## src/rtl/pixsel_pkg.sv

```systemverilog
package pixsel_pkg;

    localparam int FACT_W = 3;

    typedef enum logic [1:0] {
        SEL_RGB    = 2'b00,
        SEL_PSEUDO = 2'b01,
        SEL_OVL    = 2'b10,
        SEL_BLANK  = 2'b11
    } sel_code_e;

    typedef enum logic [1:0] {
        SZ_32  = 2'b00,
        SZ_8   = 2'b01,
        SZ_16  = 2'b10,
        SZ_RSV = 2'b11
    } pix_size_e;

    typedef struct packed {
        logic [1:0]        steer;
        logic [FACT_W-1:0] factor;
        pix_size_e         size;
    } mode_t;

    typedef struct packed {
        mode_t      mode;
        logic [7:0] pmask;
        logic [1:0] omask;
        logic [1:0] comp;
    } cfg_t;

    typedef struct packed {
        logic [7:0] r;
        logic [7:0] g;
        logic [7:0] b;
    } rgb_t;

    typedef struct packed {
        sel_code_e sel;
        rgb_t      idx;
    } pix_out_t;

    function automatic logic [FACT_W-1:0] clamp_factor(logic [FACT_W-1:0] f, int unsigned maxs);
        logic [FACT_W-1:0] hi;
        hi = FACT_W'(maxs);
        if (f < FACT_W'(2))
            return FACT_W'(2);
        else if (f > hi)
            return hi;
        else
            return f;
    endfunction

    function automatic rgb_t unpack16(logic [15:0] h);
        rgb_t c;
        c.r = {h[15:10], 2'b00};
        c.g = {h[9:4], 2'b00};
        c.b = {h[3:0], 4'b0000};
        return c;
    endfunction

    function automatic rgb_t unpack32(logic [31:0] w);
        rgb_t c;
        c.r = w[31:24];
        c.g = w[23:16];
        c.b = w[15:8];
        return c;
    endfunction

    function automatic logic [7:0] steer_byte(logic [31:0] w, logic [1:0] steer);
        return w[8*steer +: 8];
    endfunction

    function automatic logic want_pseudo(logic [1:0] comp, logic psel, logic nz);
        case (comp)
            2'b00:   return psel & nz;
            2'b01:   return nz;
            2'b10:   return psel;
            default: return 1'b1;
        endcase
    endfunction

endpackage

```

## src/rtl/pixsel_capture.sv

```systemverilog
module pixsel_capture
    import pixsel_pkg::*;
#(
    parameter int MAX_SLOTS = 5,
    localparam int WORD_W = 32 * MAX_SLOTS
) (
    input  logic                 clk,
    input  logic                 rst,
    input  logic                 load_i,
    input  logic [WORD_W-1:0]    word_i,
    input  logic [MAX_SLOTS-1:0] psel_i,
    input  logic [2*MAX_SLOTS-1:0] ovl_i,
    input  logic                 blank_n_i,
    input  cfg_t                 cfg_i,
    output logic                 live_o,
    output logic [FACT_W-1:0]    slot_o,
    output logic [WORD_W-1:0]    word_o,
    output logic [MAX_SLOTS-1:0] psel_o,
    output logic [2*MAX_SLOTS-1:0] ovl_o,
    output logic                 blank_n_o,
    output cfg_t                 cfg_o
);

    logic [FACT_W-1:0] factor_q;
    logic              last_slot;

    assign last_slot = (slot_o == factor_q - FACT_W'(1));

    always_ff @(posedge clk) begin
        if (rst) begin
            live_o    <= 1'b0;
            slot_o    <= '0;
            factor_q  <= FACT_W'(2);
            word_o    <= '0;
            psel_o    <= '0;
            ovl_o     <= '0;
            blank_n_o <= 1'b1;
            cfg_o     <= '0;
        end else if (load_i) begin
            live_o    <= 1'b1;
            slot_o    <= '0;
            factor_q  <= clamp_factor(cfg_i.mode.factor, MAX_SLOTS);
            word_o    <= word_i;
            psel_o    <= psel_i;
            ovl_o     <= ovl_i;
            blank_n_o <= blank_n_i;
            cfg_o     <= cfg_i;
        end else if (live_o) begin
            if (last_slot)
                live_o <= 1'b0;
            else
                slot_o <= slot_o + FACT_W'(1);
        end
    end


    slot_range_chk: assert property (@(posedge clk) disable iff (rst)
        live_o |-> (slot_o < factor_q && factor_q >= FACT_W'(2) && factor_q <= FACT_W'(MAX_SLOTS)));


    slot_step_chk: assert property (@(posedge clk) disable iff (rst)
        (live_o && !load_i && !last_slot) |=> (live_o && slot_o == $past(slot_o) + FACT_W'(1)));

endmodule

```

## src/rtl/pixsel_slot_pick.sv

```systemverilog
module pixsel_slot_pick
    import pixsel_pkg::*;
#(
    parameter int MAX_SLOTS = 5,
    localparam int WORD_W = 32 * MAX_SLOTS
) (
    input  logic [WORD_W-1:0]      word_i,
    input  logic [MAX_SLOTS-1:0]   psel_i,
    input  logic [2*MAX_SLOTS-1:0] ovl_i,
    input  logic [FACT_W-1:0]      slot_i,
    input  pix_size_e              size_i,
    output logic [31:0]            raw_o,
    output logic                   psel_o,
    output logic [1:0]             ovl_o
);

    logic [31:0] cand32 [MAX_SLOTS];
    logic [31:0] cand16 [MAX_SLOTS];
    logic [31:0] cand8  [MAX_SLOTS];

    for (genvar k = 0; k < MAX_SLOTS; k++) begin : g_slot
        assign cand32[k] = word_i[32*k +: 32];
        assign cand16[k] = {16'h0000, word_i[16*k +: 16]};
        assign cand8[k]  = {24'h000000, word_i[8*k +: 8]};
    end

    always_comb begin
        raw_o  = '0;
        psel_o = 1'b0;
        ovl_o  = '0;
        for (int k = 0; k < MAX_SLOTS; k++) begin
            if (slot_i == FACT_W'(k)) begin
                psel_o = psel_i[k];
                ovl_o  = ovl_i[2*k +: 2];
                case (size_i)
                    SZ_16:   raw_o = cand16[k];
                    SZ_8:    raw_o = cand8[k];
                    default: raw_o = cand32[k];
                endcase
            end
        end
    end

endmodule

```

## src/rtl/pixsel_compose.sv

```systemverilog
module pixsel_compose
    import pixsel_pkg::*;
(
    input  logic        live_i,
    input  logic [31:0] raw_i,
    input  logic        psel_i,
    input  logic [1:0]  ovl_i,
    input  logic        blank_n_i,
    input  cfg_t        cfg_i,
    output pix_out_t    pix_o
);

    logic [7:0] pbyte;
    logic [7:0] pval;
    logic [1:0] ovl_hit;
    logic       use_pseudo;

    always_comb begin
        pbyte = (cfg_i.mode.size == SZ_32) ? steer_byte(raw_i, cfg_i.mode.steer) : raw_i[7:0];
        pval  = pbyte & cfg_i.pmask;
        ovl_hit = ovl_i & cfg_i.omask;

        case (cfg_i.mode.size)
            SZ_8:    use_pseudo = 1'b1;
            SZ_16:   use_pseudo = 1'b0;
            default: use_pseudo = want_pseudo(cfg_i.comp, psel_i, pval != 8'h00);
        endcase

        if (!live_i || !blank_n_i || cfg_i.mode.size == SZ_RSV) begin
            pix_o.sel = SEL_BLANK;
            pix_o.idx = '0;
        end else if (ovl_hit != 2'b00) begin
            pix_o.sel = SEL_OVL;
            pix_o.idx = '{r: {6'b0, ovl_hit}, g: {6'b0, ovl_hit}, b: {6'b0, ovl_hit}};
        end else if (use_pseudo) begin
            pix_o.sel = SEL_PSEUDO;
            pix_o.idx = '{r: pval, g: pval, b: pval};
        end else begin
            pix_o.sel = SEL_RGB;
            pix_o.idx = (cfg_i.mode.size == SZ_16) ? unpack16(raw_i[15:0]) : unpack32(raw_i);
        end
    end

endmodule

```

## src/rtl/pixsel_unpack.sv

```systemverilog
module pixsel_unpack
    import pixsel_pkg::*;
#(
    parameter int MAX_SLOTS = 5,
    localparam int WORD_W = 32 * MAX_SLOTS
) (
    input  logic                   clk,
    input  logic                   rst,
    input  logic                   load_i,
    input  logic [WORD_W-1:0]      pix_word_i,
    input  logic [MAX_SLOTS-1:0]   pix_sel_i,
    input  logic [2*MAX_SLOTS-1:0] ovl_i,
    input  logic                   blank_n_i,
    input  logic [6:0]             mode_i,
    input  logic [7:0]             pseudo_mask_i,
    input  logic [1:0]             ovl_mask_i,
    input  logic [1:0]             comp_mode_i,
    output logic                   valid_o,
    output logic [1:0]             sel_code_o,
    output logic [7:0]             red_idx_o,
    output logic [7:0]             grn_idx_o,
    output logic [7:0]             blu_idx_o
);

    cfg_t                   cfg_in;
    cfg_t                   cfg_q;
    logic                   live;
    logic [FACT_W-1:0]      slot;
    logic [WORD_W-1:0]      word_q;
    logic [MAX_SLOTS-1:0]   psel_q;
    logic [2*MAX_SLOTS-1:0] ovl_q;
    logic                   blank_n_q;
    logic [31:0]            raw;
    logic                   psel_cur;
    logic [1:0]             ovl_cur;
    pix_out_t               pix_next;
    pix_out_t               out_q;
    logic                   valid_q;

    assign cfg_in.mode  = mode_t'(mode_i);
    assign cfg_in.pmask = pseudo_mask_i;
    assign cfg_in.omask = ovl_mask_i;
    assign cfg_in.comp  = comp_mode_i;

    pixsel_capture #(.MAX_SLOTS(MAX_SLOTS)) u_capture (
        .clk       (clk),
        .rst       (rst),
        .load_i    (load_i),
        .word_i    (pix_word_i),
        .psel_i    (pix_sel_i),
        .ovl_i     (ovl_i),
        .blank_n_i (blank_n_i),
        .cfg_i     (cfg_in),
        .live_o    (live),
        .slot_o    (slot),
        .word_o    (word_q),
        .psel_o    (psel_q),
        .ovl_o     (ovl_q),
        .blank_n_o (blank_n_q),
        .cfg_o     (cfg_q)
    );

    pixsel_slot_pick #(.MAX_SLOTS(MAX_SLOTS)) u_pick (
        .word_i (word_q),
        .psel_i (psel_q),
        .ovl_i  (ovl_q),
        .slot_i (slot),
        .size_i (cfg_q.mode.size),
        .raw_o  (raw),
        .psel_o (psel_cur),
        .ovl_o  (ovl_cur)
    );

    pixsel_compose u_compose (
        .live_i    (live),
        .raw_i     (raw),
        .psel_i    (psel_cur),
        .ovl_i     (ovl_cur),
        .blank_n_i (blank_n_q),
        .cfg_i     (cfg_q),
        .pix_o     (pix_next)
    );

    always_ff @(posedge clk) begin
        if (rst) begin
            valid_q   <= 1'b0;
            out_q.sel <= SEL_BLANK;
            out_q.idx <= '0;
        end else begin
            valid_q <= live;
            out_q   <= pix_next;
        end
    end

    assign valid_o    = valid_q;
    assign sel_code_o = out_q.sel;
    assign red_idx_o  = out_q.idx.r;
    assign grn_idx_o  = out_q.idx.g;
    assign blu_idx_o  = out_q.idx.b;


    blank_zero_chk: assert property (@(posedge clk) disable iff (rst)
        (out_q.sel == SEL_BLANK) |-> (out_q.idx == '0));


    pseudo_gray_chk: assert property (@(posedge clk) disable iff (rst)
        (out_q.sel == SEL_PSEUDO) |-> (out_q.idx.r == out_q.idx.g && out_q.idx.g == out_q.idx.b));


    ovl_code_chk: assert property (@(posedge clk) disable iff (rst)
        (out_q.sel == SEL_OVL) |-> (out_q.idx.r != 8'd0 && out_q.idx.r <= 8'd3
                                    && out_q.idx.r == out_q.idx.g && out_q.idx.g == out_q.idx.b));


    idle_out_chk: assert property (@(posedge clk) disable iff (rst)
        !valid_q |-> (out_q.sel == SEL_BLANK));


    first_slot_chk: assert property (@(posedge clk) disable iff (rst)
        load_i |-> ##2 valid_q);

endmodule

```

## config.mk

```make
export PLATFORM = sky130hd
export DESIGN_NAME = pixsel_unpack
export DESIGN_NICKNAME = d
export VERILOG_FILES = /design/src/rtl/pixsel_pkg.sv /design/src/rtl/pixsel_capture.sv /design/src/rtl/pixsel_slot_pick.sv /design/src/rtl/pixsel_compose.sv /design/src/rtl/pixsel_unpack.sv
export SDC_FILE = /design/constraint.sdc
export NUM_CORES = 1
export LEC_CHECK = 0
export BUFFER_PORTS_ARGS = -buffer_cell sky130_fd_sc_hd__buf_2
export CAP_MARGIN = 20
export CORE_MARGIN = 1.5
export CORE_UTILIZATION = 50
export CTS_BUF_LIST = sky130_fd_sc_hd__clkbuf_2 sky130_fd_sc_hd__clkbuf_4 sky130_fd_sc_hd__clkbuf_8
export CTS_CLUSTER_DIAMETER = 120
export DETAILED_ROUTE_END_ITERATION = 7
export PLACE_DENSITY = 0.86
export SYNTH_ARGS = -nofsm -noshare
export SYNTH_HDL_FRONTEND = slang
export SYNTH_SLANG_ARGS = --single-unit
```

## constraint.sdc

```tcl
create_clock -name clk -period 3.5 [get_ports clk]
set_clock_uncertainty 0.2 [all_clocks]
set_input_delay 0.7 -clock clk [delete_from_list [all_inputs] [get_ports clk]]
set_output_delay 0.7 -clock clk [all_outputs]
set_load 0.02 [all_outputs]
```

# After elaboration in Yosys (flattened, before gate mapping)
# Index checks and enable logic that the tools add are counted.
totals:
  ff_bits: 226
  wordCells: 84
op_classes:
  n_addsub: 2
  n_lt_le_gt_ge: 2
  n_eq_ne: 10
  shifts: 1
  n_mux: 31
  bitwise_logic: 4
  reduce_logical: 13
ops:
  columns: ["op", "n"]
  rows:
  - ["case mux 32 bit (2 select lines)", 5]
  - ["two-way mux 32 bit", 5]
  - ["two-way mux 25 bit", 2]
  - ["indexed part select 32 x 6 -> 8 bit", 1]
  - ["two-way mux 24 bit", 1]
  - ["two-way mux 2 bit", 5]
  - ["AND 8 bit", 1]
  - ["two-way mux 1 bit", 8]
  - ["two-way mux 8 bit", 1]
  - ["nonzero test 8 bit", 1]
  - ["equality test 2 bit, second input constant", 3]
  - ["equality test 3 x 2 -> 1 bit, second input constant", 2]
  - ["two-way mux 3 bit", 2]
  - ["equality test 2 x 1 -> 1 bit, second input constant", 2]
  - ["logical NOT 2 bit", 2]
  - ["OR reduction 2 bit", 2]
  - ["adder 3 x 1 -> 3 bit, second input constant", 1]
  - ["equality test 3 x 1 -> 1 bit, second input constant", 1]
  - ["equality test 3 bit", 1]
  - ["equality test 3 bit, second input constant", 1]
  - ["greater-than comparator 3 bit, second input constant", 1]
  - ["logical NOT 3 bit", 1]
  - ["< comparator 3 x 2 -> 1 bit, second input constant", 1]
  - ["case mux 1 bit (3 select lines)", 1]
  - ["10 further kinds", 12]

# Longest topological paths before layout
# Gate-level depths: netlist of the first run.
depth:
  ltp_word: 16
  mapped_depth: 16
  ltp_nobuf: 13

# By module
# From an unflattened synthesis of the first run, not the netlist that was laid out.
hier_totals:
  cells_unflattened: 1166
  hier_area_um2: 11225.8
modules_own_cells:
  columns: ["module", "instances", "cells_per_inst", "area_per_inst_um2", "seq_area_each_um2"]
  rows:
  - ["pixsel_capture", 1, 669, 7236.9, 4043.9]
  - ["pixsel_slot_pick", 1, 303, 2287.2, 0.0]
  - ["pixsel_compose", 1, 138, 968.4, 0.0]
  - ["pixsel_unpack", 1, 56, 733.2, 540.5]

# Worst setup path after synthesis of the first run
# No wires, ideal clock.
synth_timing:
  path_type: "reg2reg"
  from: "reg u_capture.slot_o[2]"
  to: "reg out_q (netlist bit blu_idx_o[4])"
  arrival_time_ns: 3.008
  required_ns: 3.230
  setup_slack_ns: 0.221
  stages_incl_launch_ff: 15
  cell_sequence: "dfxtp_1 > buf_2 > inv_1 > ha_1 > buf_4 > clkbuf_1 > a221oi_2 > a211oi_1 > o311ai_1 > and2_1 > o221ai_2 > o31ai_4 > nand2_2 > buf_2 > o21bai_1"
synth_via:
  elab_chain_cells: 14
  elab_cells_between_ends: 32
  classes_between: "eq/ne: 4; shift: 1; mux: 20; bitwise: 3; reduce/logical: 4"
synth_rtl:
  columns: ["item", "line", "source"]
  rows:
  - ["from (decl)", "pixsel_capture.sv:16", "output logic [FACT_W-1:0] slot_o,"]
  - ["from (signal assigned)", "pixsel_capture.sv:52", "slot_o <= slot_o + FACT_W'(1);"]
  - ["logical NOT 3 bit", "pixsel_slot_pick.sv:32", "if (slot_i == FACT_W'(k)) begin"]
  - ["two-way mux 32 bit (5 in a row)", "pixsel_slot_pick.sv:32", null]
  - ["indexed part select 32 x 6 -> 8 bit", "pixsel_pkg.sv:71", "return w[8*steer +: 8];"]
  - ["two-way mux 8 bit", "pixsel_compose.sv:19", "pbyte = (cfg_i.mode.size == SZ_32) ? steer_byte(raw_i, cfg_i.mode.steer) : raw_i[7:0];"]
  - ["AND 8 bit", "pixsel_compose.sv:20", "pval = pbyte & cfg_i.pmask;"]
  - ["nonzero test 8 bit", "pixsel_compose.sv:26", "default: use_pseudo = want_pseudo(cfg_i.comp, psel_i, pval != 8'h00);"]
  - ["AND 1 bit", "pixsel_pkg.sv:76", "2'b00: return psel & nz;"]
  - ["case mux 1 bit (3 select lines)", "pixsel_pkg.sv:75", "case (comp)"]
  - ["case mux 1 bit (2 select lines)", "pixsel_compose.sv:23", "case (cfg_i.mode.size)"]
  - ["two-way mux 25 bit", "pixsel_compose.sv:35", "end else if (use_pseudo) begin"]
  - ["to (signal assigned)", "pixsel_unpack.sv:91", "out_q <= pix_next;"]
  - ["to (decl)", "pixsel_unpack.sv:37", "pix_out_t out_q;"]
# Several ways; a longest one is shown, not always the timed one.
# A chain may end at the register's enable or synchronous reset.

# Worst setup path after layout of the first run
layout_timing:
  from: "reg u_capture.cfg_o[12] in the netlist's numbering"
  to: "reg out_q (netlist bit grn_idx_o[1])"
layout_via:
  elab_chain_cells: 16
  elab_cells_between_ends: 26
  classes_between: "eq/ne: 3; shift: 1; mux: 16; bitwise: 2; reduce/logical: 4"
layout_rtl:
  columns: ["item", "line", "source"]
  rows:
  - ["from (decl)", "pixsel_capture.sv:21", "output cfg_t cfg_o"]
  - ["from (signal assigned)", "pixsel_capture.sv:47", "cfg_o <= cfg_i;"]
  - ["equality test 2 x 1 -> 1 bit or equality test 2 bit (tied branches)", null, null]
  - ["case mux 32 bit (2 select lines)", "pixsel_slot_pick.sv:35", "case (size_i)"]
  - ["two-way mux 32 bit (5 in a row)", "pixsel_slot_pick.sv:32", null]
  - ["indexed part select 32 x 6 -> 8 bit", "pixsel_pkg.sv:71", null]
  - ["two-way mux 8 bit", "pixsel_compose.sv:19", null]
  - ["AND 8 bit", "pixsel_compose.sv:20", null]
  - ["nonzero test 8 bit", "pixsel_compose.sv:26", null]
  - ["AND 1 bit", "pixsel_pkg.sv:76", null]
  - ["case mux 1 bit (3 select lines)", "pixsel_pkg.sv:75", null]
  - ["case mux 1 bit (2 select lines)", "pixsel_compose.sv:23", null]
  - ["two-way mux 25 bit", "pixsel_compose.sv:35", null]
  - ["two-way mux 25 bit", "pixsel_compose.sv:32", "end else if (ovl_hit != 2'b00) begin"]
# Several ways; a longest one is shown, not always the timed one.

==> results.md, run 1 <==
STA:
- The aggregate negative setup slack is 0 ns.
- The worst path needs between 3 and 4 ns of the cycle, external delays included.
- The period utilization is between 90 and 100%.
- The number of hold violations in the final report is 0.
- For the pin with the worst max-slew slack, the measured transition is around 0.87 ns.
- The final count of pins violating max slew came to 0.
- Measured against its own limit, the worst slew margin works out to a little over two fifths.
- Based on the critical path, the design can be clocked at up to around 290 MHz.
- Setup repair after global routing could not meet its margin everywhere.
- Setup violations remaining at the end of the flow were counted as 0.

Outcome:
- The run finished, with violations left.
- The final reports fail on DRC.

Floorplan:
- The floorplan step defined a core boundary enclosing ~22,000 um^2.
- The I/O pin count is between 200 and 250.
- Once the floorplan was initialized, standard cells occupied about half of the core.
- The floorplan die width is roughly 150 um.
- The total die area is approximately 23,000 um^2.
- The cell row count is 54.
- The height of the chip is approximately 150 um.

Route:
- The wire length per cell is about 22 um.
- The first detailed-routing pass ran for 8 iterations.
- The wire length after detailed routing is a little under 40,000 um.
- The count of nets left with antenna violations after detail routing is 0.
- For this run, design rule violations remaining after detail routing come to 13.
- The detailed-route vias per instance is 5.91.
- Across all layers, the routed design uses 10,600 vias.
- The initial detailed-routing violation count is between 1,000 and 1,500.

Placement:
- The routability-driven placement congestion ratio is roughly 1.
- During placement, the flow inserted port buffers numbering between 200 and 250.
- Counting tap cells, the placed design contains a total of ~1,700 instances.
- The half-perimeter wire length of the detailed placement result is 30,000 um.

Clock network:
- Clock tree synthesis inserted a total of 37 buffers.
- The clock net sink count is about 230.
- The maximum number of buffers from clock root to sink is 3.
- Clock-pin slew was measured on the worst setup and hold paths at 0.07 ns.
- The buffer cell driving the clock tree root is clkbuf_8.
- The CTS tree is built.
- The number of levels the H-tree was split into is 2.
- For the worst-skew pair, the clock arrives at the later sink with an insertion delay of 0.54 ns.

Cells and area:
- In the final layout, the share of cells above drive strength 1 is 29.0%.
- The final layout contains 1,702 nets.
- The library cell used most frequently in the layout, excluding fill and tap cells, is nor2_1.
- The post-layout instance count excluding filler cells is roughly 1,800.
- Fill cells in the final layout number approximately 1,800.
- The layout overhead on the synthesized area is 25.0%.
- Leaving out fill and tap cells, the most frequent cells in the layout are nor2_1, dfxtp_1, buf_2, mux2i_1, buf_4.
- The number of diodes added for antenna fixing is 0.

Synth:
- The most instantiated flip-flop cell in the synthesis netlist is dfxtp_1.
- The Yosys step of the flow raised 0 warnings.
- The number of instances in the synthesized netlist is approximately 1,200.
- In this run, synthesis inferred 0 flip-flops with an integrated enable.
- Sequential cells were found to cover around two fifths of the synthesized design area.
- The synthesized netlist contains 82 unique library cells.
- Each instance of the synthesized netlist takes up on average between 9 and 10 um^2.
- The cell area after synthesis is between 10,000 and 15,000 um^2.
- In the post-synthesis netlist, the biggest area contributors are dfxtp_1, mux2i_1, nor2_1.
- Synthesis produced a netlist with a net count of about 1,500.
- The biggest area consumer among synthesized cells is dfxtp_1.
- The count of state elements after synthesis is 226.
- The top cell type's share of synthesized area is 40.1%.
- The share of synthesized registers carrying an async set or reset is 0%.

GRT:
- In the global route stage, overall resource usage came out at roughly 33%.
- Summed over all layers, the global routing overflow is 0.
- The via count of the first global-routing pass was between 10,000 and 15,000.
- Entering global routing, the biggest net connects 200 pins.
- The number of antenna violations at the first check in global routing is 0.
- The global-route wire length before repair is 59,800 um.

Hold path:
- The worst hold path depth is 2.
- The capture endpoint of the worst hold path is u_capture.blank_n_o.
- The worst hold path begins at blank_n_i.
- The tightest min-delay check is of the input port to register type.

Worst setup path:
- The critical path in this run is classified as register to register.
- The worst register-to-register path begins at u_capture.cfg_o[12].
- The highest fanout seen on the critical path is 20.
- The kind of capture point of the worst setup path is a register.
- STA puts the critical path data required time at ~3.7 ns.
- The worst setup path is launched from a register.
- The register-to-register path setup slack is ~0.040 ns.
- The worst endpoint data arrival time is 3.70 ns.
- The capture point of the worst reg-to-reg path is grn_idx_o[1].
- The worst reg-to-reg path cell count is 16.

Flow run:
- The number of max-capacitance violations reported is 0.

Power:
- Across the VDD grid, the largest voltage drop is approximately 0.39 mV.
- The static leakage is 6.44 nW.
- The power density over cell area is slightly below 500 nW/um^2.
==> area by class of cell <==
cell class | count | area, um^2 | area share [%]
Timing Repair Buffer | 314 | 1950 | 13.8
Clock inverter | 15 | 228 | 1.61
Clock buffer | 52 | 691 | 4.90
Sequential cell | 226 | 4520 | 32.1
Inverter | 25 | 93.8 | 0.665
Multi-Input combinational cell | 890 | 6270 | 44.5
Tap cell | 280 | 350 | 2.48
==> cells in the mapped netlist (7+ instances only) <==
cell	instances
a211o_1	15
a211oi_1	12
a21oi_1	52
a221oi_1	17
a22oi_1	28
and2_1	8
and3_1	11
buf_1	15
buf_2	26
buf_4	9
clkbuf_1	45
dfxtp_1	226
ha_1	10
inv_1	23
mux2_2	11
mux2i_1	208
nand2_1	42
nand2b_1	7
nand3_1	10
nand3b_1	14
nor2_1	242
nor2b_1	12
nor3_1	10
o21ai_0	35
o21ai_1	12
o31ai_1	8
==> cell families (layout without fill, tap and decap cells) <==
group	count (synthesis)	in the layout	share of synthesized area (%)
fa+ha+maj	10	10	1.11
xor+xnor	5	5	0.388
buf+inv	127	406	5.22
mux	225	225	20.2
flops	226	226	40.1
simple gates	383	383	15.4
compound gates	267	267	17.6
==> routing by layer <==
metal / GRT usage, % / share of wire (%) / wire length [um] / vias up
met5: 0 / 0 / 0 / -
met4: 10.5 / 2.9 / 1160 / 0
met3: 6.04 / 7.7 / 3020 / 86
met2: 52.4 / 45 / 17800 / 491
met1: 45.3 / 44 / 17500 / 5085
li1: - / - / - / 4982
==> flip-flops by register name, indices dropped and copies added, names as in the netlist, 2 cells and up <==
register and cells:
u_capture.psel_o 5, u_capture.slot_o 3, grn_idx_o 8, blu_idx_o 8, u_capture.ovl_o 10, red_idx_o 8, u_capture.word_o 160, u_capture.factor_q 3
u_capture.cfg_o 16, sel_code_o 2
==> stage by stage <==
step / power [mW] / hold slack, ns / worst slack, ns / util [%] / cell area (um^2)
final: 6.83 / 0.178 / 0.0402 / 64.2 / 14100
after global routing: 7.06 / 0.174 / -0.0434 / 64.2 / 14100
after CTS: 6.81 / 0.164 / -0.000194 / 63.9 / 14000
after detailed placement: 4.02 / 0.276 / -0.0912 / 59.5 / 13100
after global placement: 4.00 / 0.265 / -0.0180 / 59.5 / 13100
after floorplan: 3.54 / 0.249 / 0.221 / - / 11300
==> how the worst max path moves through the flow <==
stage                        start      endpoint  slack, ns  depth (start not counted)
5_1_grt        u_capture.cfg_o[12]  grn_idx_o[1]      -0.04                         14
6_report       u_capture.cfg_o[12]  grn_idx_o[1]       0.04                         16
3_3_place_gp   u_capture.slot_o[0]  grn_idx_o[2]      -0.02                         14
4_1_cts        u_capture.cfg_o[12]  blu_idx_o[3]    -0.0002                         12
2_1_floorplan  u_capture.slot_o[2]  blu_idx_o[4]       0.22                         14
3_5_place_dp   u_capture.slot_o[0]  red_idx_o[4]      -0.09                         14
==> power breakdown <==
part           leakage [nW]  internal [mW]  total, mW  switching (mW)
clock network         0.480           1.72       2.81            1.09
registers              1.86           2.72       2.87           0.147
logic                  4.10          0.511       1.15           0.641
total                  6.44           4.96       6.83            1.88
==> critical path, stage by stage (launching register included) <==
cell and delay [ns]:
dfxtp_1 0.34, inv_1 0.09, ha_4 0.36, buf_12 0.14, buf_12 0.15, inv_2 0.08, buf_4 0.17, buf_4 0.17
o21ai_0 0.10, a2bb2oi_1 0.34, a22oi_1 0.16, o2111ai_2 0.17, nand3b_4 0.13, o31ai_4 0.26, buf_6 0.16, nand2_2 0.12
o41ai_2 0.22
==> what timing repair did <==
item                                    in CTS  in global routing
pin swaps                                    2                  9
hold buffers                                 0                  0
buffers inserted                             1                  2
gates resized for setup                      9                 14
endpoints found under the setup margin      24                 23
No activity file was read; power rests on OpenSTA's default activity.
==> inputs of run 2 (changes only) <==
SYNTH_HIERARCHICAL = 1   (was not set)
==> run 2 against run 1 <==
Effect of this change:
- the run now ends clean
- via count fell by 4.8%
- clock-buffer cell count rose by 11
- sequential share of layout area increased by 0.27 points
- global-route usage is 3.3 points lower
- highest routed layer unchanged
- largest cell class unchanged
- utilization is essentially flat
- fmax decreased by 0.17%
==> results.md, run 2 <==
Outcome:
- The run finished with clean final reports.

Clock network:
- The clock passes through at most 3 buffers.
- For the worst-skew pair, the clock arrives at the later sink with an insertion delay of about 0.55 ns.
- The number of buffers added by the clock tree synthesis step is 40.
- The clock net sink count is 226.
- The number of levels the H-tree was split into is 2.
- The CTS tree is built.
- The buffer cell driving the clock tree root is clkbuf_8.
- The clock slew seen by the registers of the worst setup and hold paths is ~0.060 ns.
- The count of hold-fix buffers inserted at cts is 0.

Worst setup path:
- STA classifies the critical path endpoint as a register.
- At the worst endpoint, the required time is ~3.8 ns.
- The worst setup path is launched from a register.
- The cell repeated most along the worst path is buf_6.
- The worst endpoint data arrival time is around 3.7 ns.
- The delay of the slowest cell on the worst path is around 0.34 ns.
- The slowest stage of the critical path belongs to the cell dfxtp_2.
- In this run the register-to-register setup slack is 0.03 ns.
- The critical path is of the register to register type.
- The signal on the critical path passes through inv_2 -> ha_4 -> nor2b_4 -> buf_6 -> a22oi_1 -> a211oi_1 -> a211o_1 -> mux2_4 -> o22ai_4 -> o21bai_2 -> nor4b_4 -> buf_4 -> a31oi_4 -> buf_6 -> o41ai_2 -> nor2b_2.
- The highest fanout seen on the critical path is 7.

Route:
- The wire length after detailed routing is between 30,000 and 40,000 um.
- The count of nets left with antenna violations after detail routing is 0.
- The routed layout has about 10,000 vias.
- The initial detailed-routing violation count is around 1,000.
- After detailed routing, the number of vias per cell comes to about 5.9.
- After detailed routing, the number of remaining DRC violations is 0.
- The wire length per cell is 20.6 um.
- The iteration count of the initial detailed-routing pass is 7.

GRT:
- The first global-routing pass estimated approximately 54,000 um of wire.
- The total track usage is 29.7%.
- The number of antenna violations at the first check in global routing is 0.
- The total congestion overflow is 0.
- The via count of the first global-routing pass is slightly below 10,000.
- The pin count of the biggest net entering global routing is approximately 130.

STA:
- The number of hold violations in the final report was 0.
- The final worst-path setup slack is 0.0343 ns.
- The final-report setup violation count is 0.
- The worst path uses between 90 and 100% of the clock period.
- The worst slew slack as a fraction of its limit is a little under two fifths.
- For the pin with the worst max-slew slack, the measured transition is between 0.9 and 1 ns.
- The highest clock frequency the design can meet is between 200 and 300 MHz.
- Setup repair after global routing could not meet its margin everywhere.
- Setup total negative slack on the finished layout was measured at 0 ns.
- The final count of pins violating max slew came to 0.
- The worst path needs 3.47 ns of the cycle, external delays included.

Floorplan:
- The total die area is 23,200 um^2.
- Row generation in the floorplan step produced 54 rows.
- The floorplan die width is about 150 um.
- The region available for standard cell placement spans about 22,000 um^2.
- The height of the chip is roughly 150 um.
- The initial utilization of the core area, before any placement, comes to 51.0%.
- Pin placement for this block handled ~230 I/O pins.

Power:
- The total power is roughly 6.6 mW.
- For this design the ratio of total power to cell area is 472 nW/um^2.
- Summed over all cells, the static leakage comes to about 6.3 nW.
- Across the VDD grid, the largest voltage drop is about 0.39 mV.

Cells and area:
- The number of nets in the layout is 1,621.
- The layout cell share with drive strength beyond 1 is around 32%.
- Measured on the finished design, the core utilization comes to 64.2%.
- The library cells used most frequently in the layout, excluding fill and tap cells, are nor2_1, dfxtp_1, buf_2, mux2i_1, buf_4.
- The layout overhead on the synthesized area is 25.9%.
- The register name with the most flops is u_capture/word_o.
- The most common cell after layout, fill and taps aside is nor2_1.
- The register with the most flip-flops in the layout has between 150 and 200 of them.
- The post-route cell area is ~14,000 um^2.
- The largest registers in the layout are u_capture/word_o (160), u_capture/cfg_o (16), u_capture/ovl_o (10).

Synth:
- The cell area that synthesis handed to floorplanning was around 11,000 um^2.
- The mean cell area of the mapped netlist is just under 10 um^2.
- Yosys printed 6 warnings.
- The number of nets handed over by synthesis was about 1,400.
- The number of instances in the synthesized netlist is approximately 1,200.

Flow run:
- The number of max-capacitance violations reported is 0.

Hold path:
- The worst hold path class is input port to register.

Placement:
- The count of input and output buffers is between 200 and 250.
- At the end of routability-driven placement, the weighted congestion stood at 1.01.
- The cell area reported after detailed placement is 12,800 um^2.
- At the placement stage, the worst setup path has a slack of -0.191 ns.
- Summed over all nets, the half-perimeter wirelength after detailed placement is roughly 26,000 um.
## run 2: area by class of cell
| type | count | area [um^2] |
|---|---|---|
| antenna | 1 | 2.50 |
| sequential | 226 | 4530 |
| tap | 280 | 350 |
| multi-input combinational | 822 | 6260 |
| fill | 1740 | 7810 |
| clock buffer | 63 | 779 |
| clock inverter | 7 | 96.3 |
| timing repair buffer | 307 | 1930 |
| inverter | 18 | 70.1 |
## run 2: path summary, 6_finish.rpt
path / start / to / cells past startpoint
setup / recovery: u_capture/cfg_o[12] / red_idx_o[2] / 16
hold / removal: blank_n_i / u_capture/blank_n_o / 2
setup reg to reg: u_capture/cfg_o[12] / red_idx_o[2] / 16
hold reg to reg: u_capture/factor_q[2] / u_capture/factor_q[2] / 2
## run 2: through the flow
step	cells	hold slack, ns
floorplan	1157	0.244
global placement	1643	0.264
detailed placement	1643	0.260
CTS	1715	0.146
global route	1723	0.169
finish	1724	0.170
## run 2: where the power goes
group | total [mW] | internal (mW) | switching, mW
sequential | 2.87 | 2.72 | 0.146
combinational | 1.09 | 0.517 | 0.576
clock | 2.65 | 1.57 | 1.08
total | 6.61 | 4.81 | 1.80
## run 2: routing by layer
| metal | routed length (um) | track usage [%] | vias up | share of wire, % |
|---|---|---|---|---|
| li1 | - | - | 4682 | - |
| met1 | 14800 | 38.7 | 4808 | 42 |
| met2 | 16700 | 48.4 | 536 | 47 |
| met3 | 2750 | 5.69 | 103 | 7.7 |
| met4 | 1340 | 11.8 | 0 | 3.8 |
| met5 | 0 | 0 | - | 0 |
## run 2: what timing repair did
item                                    4_1_cts  5_1_grt
gates resized for setup                       9       54
buffers inserted                              2        7
endpoints found under the setup margin       25       25
gates cloned                                  0        1
pin swaps                                     3       17
## run 2: worst max-delay path: cells and delay by family, from the launching register on
kind,cells,cell delay (ns)
buffers and inverters,4,0.50
adder cells (fa/ha/maj),1,0.30
AND/OR/NAND/NOR,3,0.49
multiplexers,1,0.29
flip-flops,1,0.34
AO/OA/AOI/OAI,7,1.27
==> inputs of run 3 (changes only) <==
CORE_UTILIZATION = 52   (was 50)
CTS_CLUSTER_DIAMETER = not set   (was 120)
PLACE_DENSITY = 0.89   (was 0.86)
SLEW_MARGIN = 0   (was not set)
==> run 3 against run 2 <==
Effect of this change:
- the run now ends with setup timing left
- register-to-register slack worse by 0.098 ns
- sequential share of layout area decreased by 0.10 points
- die area decreased by 3.8%
- wire length up 1.1%
- final cell count increased by 0.41%
- flip-flop and latch count is the same
- power shrank 2.4%
- utilization grew 2.7 points
- final area increased by 0.37%
- critical path type unchanged
- largest power group unchanged
==> results.md, run 3 (synthesis gave the netlist of run 2 again) <==
Cells and area:
- The number of nets in the layout is around 1,600.
- Counting flops per register, the top entry is u_capture/word_o.
- In the final layout, the registers with the most flip-flops are u_capture/word_o (160), u_capture/cfg_o (16), u_capture/ovl_o (10).
- The register with the most flip-flops in the layout has 160 of them.
- The library cells used most frequently in the layout, excluding fill and tap cells, are nor2_1, dfxtp_1, buf_2, mux2i_1, buf_4.
- Of the cells placed in the final design, the portion with a size suffix greater than 1 is 32.7%.
- Relative to the synthesized area, the layout overhead comes to 26.4%.
- The post-layout instance count excluding filler cells is roughly 1,700.
- The post-route cell area is roughly 14,000 um^2.
- The most common cell after layout, fill and taps aside is nor2_1.

STA:
- The highest clock frequency the design can meet is 281 MHz.
- Dividing the final minimum period by the clock period gives 102%.
- The worst slew slack as a fraction of its limit is 49.2%.
- The aggregate negative setup slack is -0.222 ns.
- The final critical path time including I/O delays and setup is 3.56 ns.
- Setup violations remaining at the end of the flow were counted as 9.
- In the post-route analysis, the smallest setup slack over all paths is -0.0642 ns.
- The final count of pins violating max slew came to 0.
- Setup repair after global routing could not meet its margin everywhere.
- The transition time at the pin with the least slew margin is roughly 0.76 ns.
- The number of hold violations in the final report is 0.

Route:
- The final layout contains routed wiring with a total length of between 30,000 and 40,000 um.
- The vias after detailed routing is 10,200.
- The iteration count of the initial detailed-routing pass is 6.
- The first routing iteration left 962 violations.
- The DRC violations left is 0.
- The count of nets left with antenna violations once routing finished came out at 0.
- In the final routed layout, each cell accounts on average for 20.8 um.
- The detailed-route vias per instance is slightly below 6.

Worst setup path:
- Among all stages on the critical path, the largest delay is contributed by nor4b_4.
- The kind of start point of the critical path is a register.
- The critical path goes through inv_2 -> ha_4 -> nor2b_4 -> buf_12 -> a22oi_2 -> o22ai_1 -> a211o_1 -> mux2_4 -> o22ai_4 -> nor2_4 -> nor4b_4 -> buf_4 -> nand4_1 -> o21a_1 -> a21oi_1 -> nor2b_1.
- The critical path is of the register to register type.
- STA classifies the critical path endpoint as a register.
- The worst endpoint data arrival time is ~3.8 ns.
- At the worst endpoint, the required time is between 3 and 4 ns.
- On the worst path, the slowest cell contributes a delay of approximately 0.39 ns.
- The highest fanout seen on the critical path is 15.

Hold path:
- The worst hold path class is input port to register.

Clock network:
- In this run, post-CTS hold repair placed 0 buffers.
- In this run the number of H-tree levels came out at 2.
- Counting every sink on the clock net gives 226.
- In this run the clock root is driven by a clkbuf_8.
- The clock passes through at most 3 buffers.
- The later pin in the worst-skew pair is clocked with a latency of 0.53 ns.
- TritonCTS created 37 clock buffers.
- After clock tree synthesis, the clock-pin slew on the worst setup and hold paths is ~0.06 ns.
- The CTS tree is built.

Floorplan:
- The die covers roughly 22,000 um^2.
- Measured along the x axis, the die boundary spans 149 um.
- The initialized floorplan defines 53 standard-cell rows.
- The initial cell density of the core is 52.9%.
- about 230 I/O pins were placed.
- The height of the chip is roughly 150 um.
- The core region is 21,000 um^2.

Power:
- The static leakage is about 6.4 nW.
- Power spread over the standard cell area amounts to roughly 460 nW/um^2.
- The worst supply voltage drop on vdd is about 0.37 mV.
- The design draws ~6.5 mW.

GRT:
- The global-route wire length before repair is about 54,000 um.
- The number of antenna violations at the first check in global routing is 1.
- The total congestion overflow is 0.
- The via count of the first global-routing pass was approximately 9,600.
- Entering global routing, the biggest net connects between 90 and 100 pins.
- The total track usage is a little under a third.

Placement:
- The routability-driven placement congestion ratio is between 0.9 and 1.
- The HPWL after detailed placement is approximately 27,000 um.
- Prior to clock tree synthesis, the placed netlist has a worst setup slack of -0.121 ns.
- Once placement completed, the tool counted placed cells totaling between 1,500 and 2,000.
- The cell area reported after detailed placement is roughly 13,000 um^2.
- The count of input and output buffers is between 200 and 250.

Flow run:
- The tool flagged a number of max-cap violations equal to 0.

Outcome:
- The flow ran to the end, but the final reports show violations.
- The final reports fail on setup timing.
==> run 3: cell types whose count changed in the layout (fill, tap and decap cells not counted), moves of 2 or more <==
cell	previous run	this run
o21ai_0	30	27
inv_6	3	0
o21ai_1	4	8
a21oi_1	26	24
a21oi_2	2	5
clkbuf_4	14	9
clkinv_2	2	5
buf_12	12	10
buf_4	67	87
a221oi_1	11	9
clkbuf_8	49	45
clkinvlp_4	0	2
==> run 3: final timing paths <==
kind	startpoint	slack (ns)	depth (start not counted)	end
min reg2reg	u_capture/factor_q[2]	0.29	2	u_capture/factor_q[2]
min	blank_n_i	0.18	2	u_capture/blank_n_o
max reg2reg	u_capture/cfg_o[12]	-0.06	16	grn_idx_o[6]
max	u_capture/cfg_o[12]	-0.06	16	grn_idx_o[6]
==> run 3: final cells by class <==
class                   instances  area, um^2
clock inverters                 9         100
inverters                      18        67.6
flip-flops and latches        226        4530
diodes                          2        5.00
well taps                     275         344
clock buffers                  54         687
multi-input cells             821        6260
fillers                      1616        6960
repair buffers                326        2060
==> run 3: critical path, delay by kind of cell, from the launching register on <==
family | cells | cell delay, ns
fa+ha+maj | 1 | 0.32
simple gates | 5 | 0.79
mux | 1 | 0.29
flops | 1 | 0.33
compound gates | 6 | 1.15
buf+inv | 3 | 0.38
==> run 3: metrics by stage <==
stage          util [%]  hold WS (ns)
5_1_grt            66.9         0.186
6_report           66.9         0.177
2_1_floorplan         -         0.244
3_3_place_gp       61.0         0.260
4_1_cts            65.0         0.161
3_5_place_dp       61.0         0.273
==> run 3: metal layers <==
layer	vias to the layer above	wire, um	GRT usage (%)
met2	498	17100	51.8
met4	0	1280	12.0
li1	4703	-	-
met3	90	2790	5.54
met1	4881	14800	40.3
met5	-	0	0
==> run 3: where the power goes <==
group / leakage [nW] / switching (mW) / internal [mW]
Sequential: 1.86 / 0.150 / 2.72
Combinational: 4.10 / 0.590 / 0.542
Clock: 0.413 / 1.04 / 1.41
Total: 6.38 / 1.78 / 4.67
==> run 3: timing repair <==
item	4_1_cts	5_1_grt
endpoints found under the setup margin	22	25
cloned	0	3
resized for setup	14	53
setup buffers	0	13
hold endpoints to repair	0	0
pin swaps	3	13
